### config.mk
export PLATFORM = sky130hd
export DESIGN_NAME = rx_desc_walker
export DESIGN_NICKNAME = d
export VERILOG_FILES = /design/src/rtl/rxw_pkg.sv /design/src/rtl/rxw_buf_sel.sv /design/src/rtl/rxw_next_addr.sv /design/src/rtl/rx_desc_walker.sv
export SDC_FILE = /design/constraint.sdc
export NUM_CORES = 1
export LEC_CHECK = 0
export ABC_CLOCK_PERIOD_IN_PS = 5250
export BUFFER_PORTS_ARGS = -buffer_cell sky130_fd_sc_hd__buf_4
export CAP_MARGIN = 30
export CORE_ASPECT_RATIO = 1.75
export CORE_MARGIN = 4
export CORE_UTILIZATION = 40
export DETAILED_ROUTE_END_ITERATION = 8
export GPL_TIMING_DRIVEN = 1
export HOLD_SLACK_MARGIN = 0.08
export PLACE_DENSITY = 0.62
export SYNTH_ARGS = -nofsm -noshare
export SYNTH_HDL_FRONTEND = slang
export SYNTH_HIERARCHICAL = 1
export SYNTH_SLANG_ARGS = --single-unit
### constraint.sdc
create_clock -name clk -period 5.25 [get_ports clk]
set_input_delay 0.2625 -clock clk [delete_from_list [all_inputs] [get_ports clk]]
set_output_delay 0.2625 -clock clk [all_outputs]
set_load 0.02 [all_outputs]
### src/rtl/rxw_pkg.sv
package rxw_pkg;
    localparam int SZ_W      = 13;
    localparam int LEN_W     = 14;
    localparam int OWN_BIT   = 31;
    localparam int FIRST_BIT = 9;
    localparam int LAST_BIT  = 8;
    localparam int CRC_BIT   = 1;
    localparam int LEN_LSB   = 16;

    typedef enum logic [3:0] {
        S_INIT, S_FETCH, S_LATCH, S_STALL, S_PICK,
        S_FILL, S_WRDATA, S_WBACK, S_NEXT
    } rxw_state_t;

    typedef struct packed {
        logic            sup;
        logic            eor;
        logic            chain;
        logic [SZ_W-1:0] s2;
        logic [SZ_W-1:0] s1;
    } rxw_ctrl_t;
endpackage

### src/rtl/rxw_buf_sel.sv
module rxw_buf_sel
    import rxw_pkg::*;
(
    input  logic [SZ_W-1:0] s1,
    input  logic [SZ_W-1:0] s2,
    input  logic            chain,
    input  logic [1:0]      start,
    output logic            found,
    output logic            sel
);
    logic use1, use2;

    assign use1 = (s1 != '0);
    assign use2 = !chain && (s2 != '0);

    always_comb begin
        found = 1'b0;
        sel   = 1'b0;
        if (start == 2'd0 && use1) begin
            found = 1'b1;
        end else if (start <= 2'd1 && use2) begin
            found = 1'b1;
            sel   = 1'b1;
        end
    end
endmodule

### src/rtl/rxw_next_addr.sv
module rxw_next_addr #(
    parameter int AW     = 32,
    parameter int STRIDE = 16
) (
    input  logic [AW-1:0] cur,
    input  logic [AW-1:0] base,
    input  logic [AW-1:0] link,
    input  logic          eor,
    input  logic          chain,
    output logic [AW-1:0] nxt
);
    always_comb begin
        if (eor)        nxt = base;
        else if (chain) nxt = link;
        else            nxt = cur + AW'(STRIDE);
    end
endmodule

### src/rtl/rx_desc_walker.sv
module rx_desc_walker
    import rxw_pkg::*;
#(
    parameter int AW     = 32,
    parameter int STRIDE = 16
) (
    input  logic          clk,
    input  logic          rst_n,
    input  logic [AW-1:0] ring_base,
    input  logic          poll,
    input  logic          rx_valid,
    input  logic [7:0]    rx_data,
    input  logic          rx_last,
    input  logic          rx_crc_err,
    output logic          rx_ready,
    output logic          mem_req,
    output logic          mem_we,
    output logic [AW-1:0] mem_addr,
    output logic [31:0]   mem_wdata,
    input  logic [31:0]   mem_rdata,
    output logic          rx_irq,
    output logic          buf_unavail,
    output logic          cfg_err
);
    rxw_state_t       st, st_nx;
    logic [AW-1:0]    cur_addr, b1_addr, b2_addr, nxt_addr, cur_base;
    rxw_ctrl_t        ctl;
    logic [1:0]       idx, bcnt;
    logic             buf_q, end_q, crc_q, first_pend, irq_q, cfg_q;
    logic [SZ_W-1:0]  off, off_nx, cur_size;
    logic [LEN_W-1:0] frame_len;
    logic [31:0]      word_acc, stat_w;
    logic [1:0]       bs_start;
    logic             bs_found, bs_sel, size_hit, own_ok;

    assign bs_start = (st == S_PICK) ? 2'd0 : (buf_q ? 2'd2 : 2'd1);
    assign cur_size = buf_q ? ctl.s2 : ctl.s1;
    assign cur_base = buf_q ? b2_addr : b1_addr;
    assign off_nx   = off + SZ_W'(4);
    assign size_hit = (off_nx == cur_size);
    assign own_ok   = mem_rdata[OWN_BIT];

    rxw_buf_sel u_sel (
        .s1(ctl.s1), .s2(ctl.s2), .chain(ctl.chain),
        .start(bs_start), .found(bs_found), .sel(bs_sel)
    );

    rxw_next_addr #(.AW(AW), .STRIDE(STRIDE)) u_nxt (
        .cur(cur_addr), .base(ring_base), .link(b2_addr),
        .eor(ctl.eor), .chain(ctl.chain), .nxt(nxt_addr)
    );

    always_comb begin
        stat_w            = '0;
        stat_w[FIRST_BIT] = first_pend;
        if (end_q) begin
            stat_w[LAST_BIT]                  = 1'b1;
            stat_w[CRC_BIT]                   = crc_q;
            stat_w[LEN_LSB +: LEN_W]          = frame_len;
        end
    end

    // state register
    always_ff @(posedge clk or negedge rst_n) begin
        if (!rst_n) st <= S_INIT;
        else        st <= st_nx;
    end

    // next state
    always_comb begin
        st_nx = st;
        unique case (st)
            S_INIT:   st_nx = S_FETCH;
            S_FETCH:  st_nx = S_LATCH;
            S_LATCH:  begin
                if (idx == 2'd0 && !own_ok) st_nx = S_STALL;
                else if (idx == 2'd3)       st_nx = S_PICK;
                else                        st_nx = S_FETCH;
            end
            S_STALL:  if (poll) st_nx = S_FETCH;
            S_PICK:   st_nx = bs_found ? S_FILL : S_NEXT;
            S_FILL:   if (rx_valid && (bcnt == 2'd3 || rx_last)) st_nx = S_WRDATA;
            S_WRDATA: begin
                if (end_q)         st_nx = S_WBACK;
                else if (size_hit) st_nx = bs_found ? S_FILL : S_WBACK;
                else               st_nx = S_FILL;
            end
            S_WBACK:  st_nx = S_NEXT;
            S_NEXT:   st_nx = S_FETCH;
            default:  st_nx = S_INIT;
        endcase
    end

    // outputs
    always_comb begin
        mem_req     = 1'b0;
        mem_we      = 1'b0;
        mem_addr    = cur_addr;
        mem_wdata   = '0;
        rx_ready    = 1'b0;
        buf_unavail = 1'b0;
        unique case (st)
            S_FETCH:  begin
                mem_req  = 1'b1;
                mem_addr = cur_addr + AW'({idx, 2'b00});
            end
            S_WRDATA: begin
                mem_req   = 1'b1;
                mem_we    = 1'b1;
                mem_addr  = cur_base + AW'(off);
                mem_wdata = word_acc;
            end
            S_WBACK:  begin
                mem_req   = 1'b1;
                mem_we    = 1'b1;
                mem_wdata = stat_w;
            end
            S_FILL:   rx_ready    = 1'b1;
            S_STALL:  buf_unavail = 1'b1;
            default:  ;
        endcase
    end

    assign rx_irq  = irq_q;
    assign cfg_err = cfg_q;

    // datapath
    always_ff @(posedge clk or negedge rst_n) begin
        if (!rst_n) begin
            cur_addr   <= '0;
            b1_addr    <= '0;
            b2_addr    <= '0;
            ctl        <= '0;
            idx        <= '0;
            bcnt       <= '0;
            buf_q      <= 1'b0;
            off        <= '0;
            word_acc   <= '0;
            frame_len  <= '0;
            end_q      <= 1'b0;
            crc_q      <= 1'b0;
            first_pend <= 1'b1;
            irq_q      <= 1'b0;
            cfg_q      <= 1'b0;
        end else begin
            irq_q <= 1'b0;
            unique case (st)
                S_INIT:  cur_addr <= ring_base;
                S_LATCH: begin
                    if (!(idx == 2'd0 && !own_ok)) idx <= idx + 2'd1;
                    if (idx == 2'd1) begin
                        ctl   <= {mem_rdata[31], mem_rdata[15], mem_rdata[14],
                                  mem_rdata[28:16], mem_rdata[12:0]};
                        cfg_q <= (mem_rdata[1:0] != 2'b00) ||
                                 (!mem_rdata[14] && mem_rdata[17:16] != 2'b00);
                    end
                    if (idx == 2'd2) b1_addr <= mem_rdata[AW-1:0];
                    if (idx == 2'd3) b2_addr <= mem_rdata[AW-1:0];
                end
                S_PICK: begin
                    buf_q <= bs_sel;
                    off   <= '0;
                end
                S_FILL: if (rx_valid) begin
                    word_acc[8*bcnt +: 8] <= rx_data;
                    bcnt                  <= bcnt + 2'd1;
                    frame_len             <= frame_len + LEN_W'(1);
                    if (rx_last) begin
                        end_q <= 1'b1;
                        crc_q <= rx_crc_err;
                    end
                end
                S_WRDATA: begin
                    word_acc <= '0;
                    bcnt     <= '0;
                    if (size_hit && bs_found) begin
                        buf_q <= bs_sel;
                        off   <= '0;
                    end else begin
                        off <= off_nx;
                    end
                end
                S_WBACK: begin
                    first_pend <= end_q;
                    irq_q      <= end_q && !ctl.sup;
                    if (end_q) begin
                        end_q     <= 1'b0;
                        crc_q     <= 1'b0;
                        frame_len <= '0;
                    end
                end
                S_NEXT: begin
                    cur_addr <= nxt_addr;
                    idx      <= '0;
                    cfg_q    <= 1'b0;
                end
                default: ;
            endcase
        end
    end
endmodule

==> metrics.txt <==
# TYPE chip_impl_metric gauge
chip_impl_info{name="min-delay-path-class",value="primary input to flip-flop"} 1
chip_impl_metric{name="drive_gt1_share",unit="%"} 24.4
chip_impl_metric{name="final_period_minus_worst_setup_slack",unit="ps"} 4630
chip_impl_metric{name="clock-skew-final",unit="ps"} 17.4
chip_impl_metric{name="synth-edff-count",unit=""} 0
chip_impl_info{name="end_kind",value="output port"} 1
chip_impl_metric{name="p_per_area",unit="mW/mm^2"} 586
chip_impl_metric{name="postSynthAreaPerCell",unit="um^2"} 9.64
chip_impl_info{name="netlist_top_cells_count",value="sky130_fd_sc_hd__dfrtp_1, sky130_fd_sc_hd__mux2_2, sky130_fd_sc_hd__nor2_1, sky130_fd_sc_hd__nand2_1, sky130_fd_sc_hd__a21oi_1"} 1
chip_impl_metric{name="synth_seq_area_share",unit="%"} 39.3
chip_impl_metric{name="drt-vias-per-instance",unit=""} 5.82
chip_impl_metric{name="clock.fmax",unit="MHz"} 216
chip_impl_metric{name="first_global_vias",unit=""} 10900
chip_impl_metric{name="yosys.cell_types.count",unit=""} 80
chip_impl_metric{name="p_total",unit="mW"} 8.75
chip_impl_metric{name="yosysWarnings",unit=""} 6
chip_impl_metric{name="slew_viol_final",unit=""} 0
chip_impl_metric{name="hpwlAfterDp",unit="mm"} 30.5
chip_impl_metric{name="worst-path-max-fanout",unit=""} 45
chip_impl_metric{name="first_pass_iters",unit=""} 5
chip_impl_metric{name="irDropWorstVdd",unit="mV"} 0.386
chip_impl_metric{name="layout-area-overhead-vs-synth",unit="%"} 19.6
chip_impl_info{name="synth_ff_type",value="sky130_fd_sc_hd__dfrtp_1"} 1
chip_impl_metric{name="htree_levels",unit=""} 4
chip_impl_metric{name="largest_buffer_count_on_any_clock_path",unit=""} 2
chip_impl_metric{name="worstPathRequired",unit="ps"} 4990
chip_impl_metric{name="timing.slew.headroom",unit="%"} 35.6
chip_impl_metric{name="post-place-ws",unit="ps"} 1160
chip_impl_metric{name="drc_errors",unit=""} 0
chip_impl_metric{name="ant_nets",unit=""} 0
chip_impl_metric{name="placementRows",unit=""} 85
chip_impl_metric{name="period_share",unit="%"} 88.3
chip_impl_metric{name="drtIter0Drc",unit=""} 570
chip_impl_info{name="cts_tree",value="yes"} 1
chip_impl_metric{name="post_synth_inst_count",unit=""} 1296
chip_impl_info{name="worst_setup_path_start_kind",value="flip-flop"} 1
chip_impl_metric{name="wl_per_cell",unit="um"} 21.9
chip_impl_metric{name="initial_antenna_violation_count",unit=""} 0
chip_impl_info{name="grt_setup_unrepaired",value="false"} 1
chip_impl_metric{name="die_y",unit="um"} 242
chip_impl_metric{name="total_routing_usage_gr",unit="%"} 23.5
chip_impl_info{name="critical_path_cell_list",value="mux2_2 > ha_1 > a21o_1 > a21oi_1 > o21a_1 > o211ai_1 > nand3_1 > or3_1 > a31o_2 > buf_4"} 1
chip_impl_info{name="criticalPathCategory",value="flip-flop to output port"} 1
chip_impl_metric{name="diodes",unit=""} 0
chip_impl_metric{name="grt_pass1_wl",unit="mm"} 62.4
chip_impl_metric{name="worst_pin_slew",unit="ps"} 965
chip_impl_metric{name="insertion_delay",unit="ps"} 460
chip_impl_metric{name="design.portCount",unit=""} 148
chip_impl_metric{name="postRouteWirelength",unit="mm"} 40.5
chip_impl_info{name="synthTopCellsByArea",value="sky130_fd_sc_hd__dfrtp_1, sky130_fd_sc_hd__mux2_2, sky130_fd_sc_hd__mux2i_1, sky130_fd_sc_hd__nor2_1, sky130_fd_sc_hd__nand2_1"} 1
chip_impl_metric{name="critical_path_arrival",unit="ps"} 4370
chip_impl_metric{name="post_cts_resize_count",unit=""} 0
chip_impl_info{name="outcome",value="completed"} 1
chip_impl_metric{name="horizontal_die_dimension",unit="um"} 142
chip_impl_metric{name="die_area",unit="mm^2"} 0.0342
chip_impl_metric{name="globalRoute.totalOverflow",unit=""} 0
chip_impl_metric{name="synthDominantCellAreaShare",unit="%"} 39.1
chip_impl_metric{name="grt_start_max_net_pins",unit=""} 110
chip_impl_metric{name="netlist_area",unit="mm^2"} 0.0125
chip_impl_metric{name="initial_utilization",unit="%"} 40.5
chip_impl_metric{name="final_count_of_hold_timing_violations",unit=""} 0
chip_impl_metric{name="finalCoreUtilization",unit="%"} 48.4
chip_impl_metric{name="cts_made_buffers",unit=""} 17
chip_impl_metric{name="crit_path_max_incr_delay",unit="ps"} 1000
chip_impl_metric{name="worst_hold_slack",unit="ps"} 95.7
chip_impl_info{name="synth.largest_area_cell",value="sky130_fd_sc_hd__dfrtp_1"} 1
chip_impl_metric{name="buffer_ports.inserted",unit=""} 147
chip_impl_metric{name="num_vias",unit=""} 10800
chip_impl_metric{name="final.setup.worst_slack",unit="ps"} 616
chip_impl_info{name="clock_tree.root_cell",value="sky130_fd_sc_hd__clkbuf_16"} 1
chip_impl_metric{name="synth_seq_cells",unit=""} 196
chip_impl_metric{name="final-setup-viol-count",unit=""} 0
chip_impl_metric{name="cts.sink_count",unit=""} 196
chip_impl_metric{name="cts.reportedPaths.clkPinSlew",unit="ps"} 80
chip_impl_metric{name="synth_nets",unit=""} 1402
chip_impl_metric{name="power_leakage",unit="nW"} 6.46
chip_impl_metric{name="maxCapViolations",unit=""} 0
chip_impl_metric{name="nets",unit=""} 1553
chip_impl_metric{name="gpl.final_weighted_congestion",unit=""} 0.925
chip_impl_metric{name="synthArstFlopShare",unit="%"} 100
chip_impl_metric{name="design.core.area",unit="mm^2"} 0.0308
chip_impl_info{name="crit_path_top_delay_cell",value="sky130_fd_sc_hd__dfrtp_2"} 1
chip_impl_metric{name="totalNegativeSetupSlack",unit="ps"} 0
chip_impl_info{name="yosysMostFrequentCell",value="sky130_fd_sc_hd__dfrtp_1"} 1
[registers in the layout (all words and copies together) (netlist names)]
name        count
first_pend      1
b2_addr        32
frame_len      14
b1_addr        32
cfg_err         1
off            11
cur_addr       32
ctl            29
bcnt            2
end_q           1
rx_irq          1
buf_q           1
word_acc       32
st              4
crc_q           1
idx             2
[per-layer routing]
metal  track usage (%)  vias to the layer above  part of all wire (%)
li1                  -                     5084                     -
met1              25.1                     5274                    35
met2              42.6                      313                    54
met3              3.12                       95                   4.0
met4              15.1                        0                   7.2
met5                 0                        -                     0
[cell usage in the layout, fill, tap and decap left out, drive strengths merged, types with 25 or more instances in the layout]
cell type and n:
dfrtp 195, buf 165, mux2 119, nor2 117, nand2 107, a21oi 77
o21ai 70, mux2i 67, nand3 50, dlygate4sd3 36, xnor2 33, xor2 32
a22oi 31, ha 27, nand4 27, and3 26, a22o 26, inv 25
[per-stage QoR]
step	cells	instance area (um^2)
6_report	1851	14900
5_1_grt	1851	14900
4_1_cts	1850	14900
3_5_place_dp	1782	13900
3_3_place_gp	1780	13900
2_1_floorplan	1296	12500
[final timing paths]
kind                                    start            to  slack, ps  cells past startpoint
max in group asynchronous               rst_n         buf_q       3630                      4
worst min register to register        ctl[28]        rx_irq        440                      1
min in group asynchronous               rst_n        ctl[1]        430                      3
worst max-delay path                    buf_q  mem_addr[21]        620                     10
worst max register to register          st[0]        off[7]       1580                     10
worst min-delay path            mem_rdata[16]   b1_addr[16]        100                      2
[logic make-up after synthesis]
group / after synthesis / share of synthesized area, %
xor+xnor: 65 / 4.56
compound gates: 298 / 16.0
flops: 196 / 39.3
mux: 186 / 16.3
fa+ha+maj: 28 / 2.86
other cells: 1 / 0.0300
buf+inv: 91 / 3.07
simple gates: 431 / 17.9
[power by group]
part	internal (mW)	total, mW	switching [mW]	leakage [nW]
Sequential	2.11	3.07	0.964	2.40
Clock	0.735	1.39	0.656	0.294
Combinational	1.91	4.29	2.39	3.77
[final cells by class]
cell class / count / area [um^2]
Clock buffer: 19 / 443
Clock inverter: 13 / 171
Fill cell: 2910 / 15900
Inverter: 21 / 78.8
Multi-Input combinational cell: 1009 / 7210
Sequential cell: 196 / 4910
Tap cell: 391 / 489
Timing Repair Buffer: 202 / 1630
[worst max-delay path, delay by kind of cell (launching register included)]
kind | cells | cell delay [ps]
AOI/OAI and AO/OA | 5 | 1120
DFF | 1 | 1000
buffers and inverters | 1 | 150
and+or+nand+nor | 2 | 850
muxes | 1 | 420
adders and majority gates | 1 | 350
[what timing repair did]
| item | 4_1_cts | 5_1_grt |
|---|---|---|
| buffers inserted | 0 | 0 |
| hold endpoints to repair | 195 | 0 |
| hold buffers | 36 | 0 |
(Power assumes the default switching activity.)
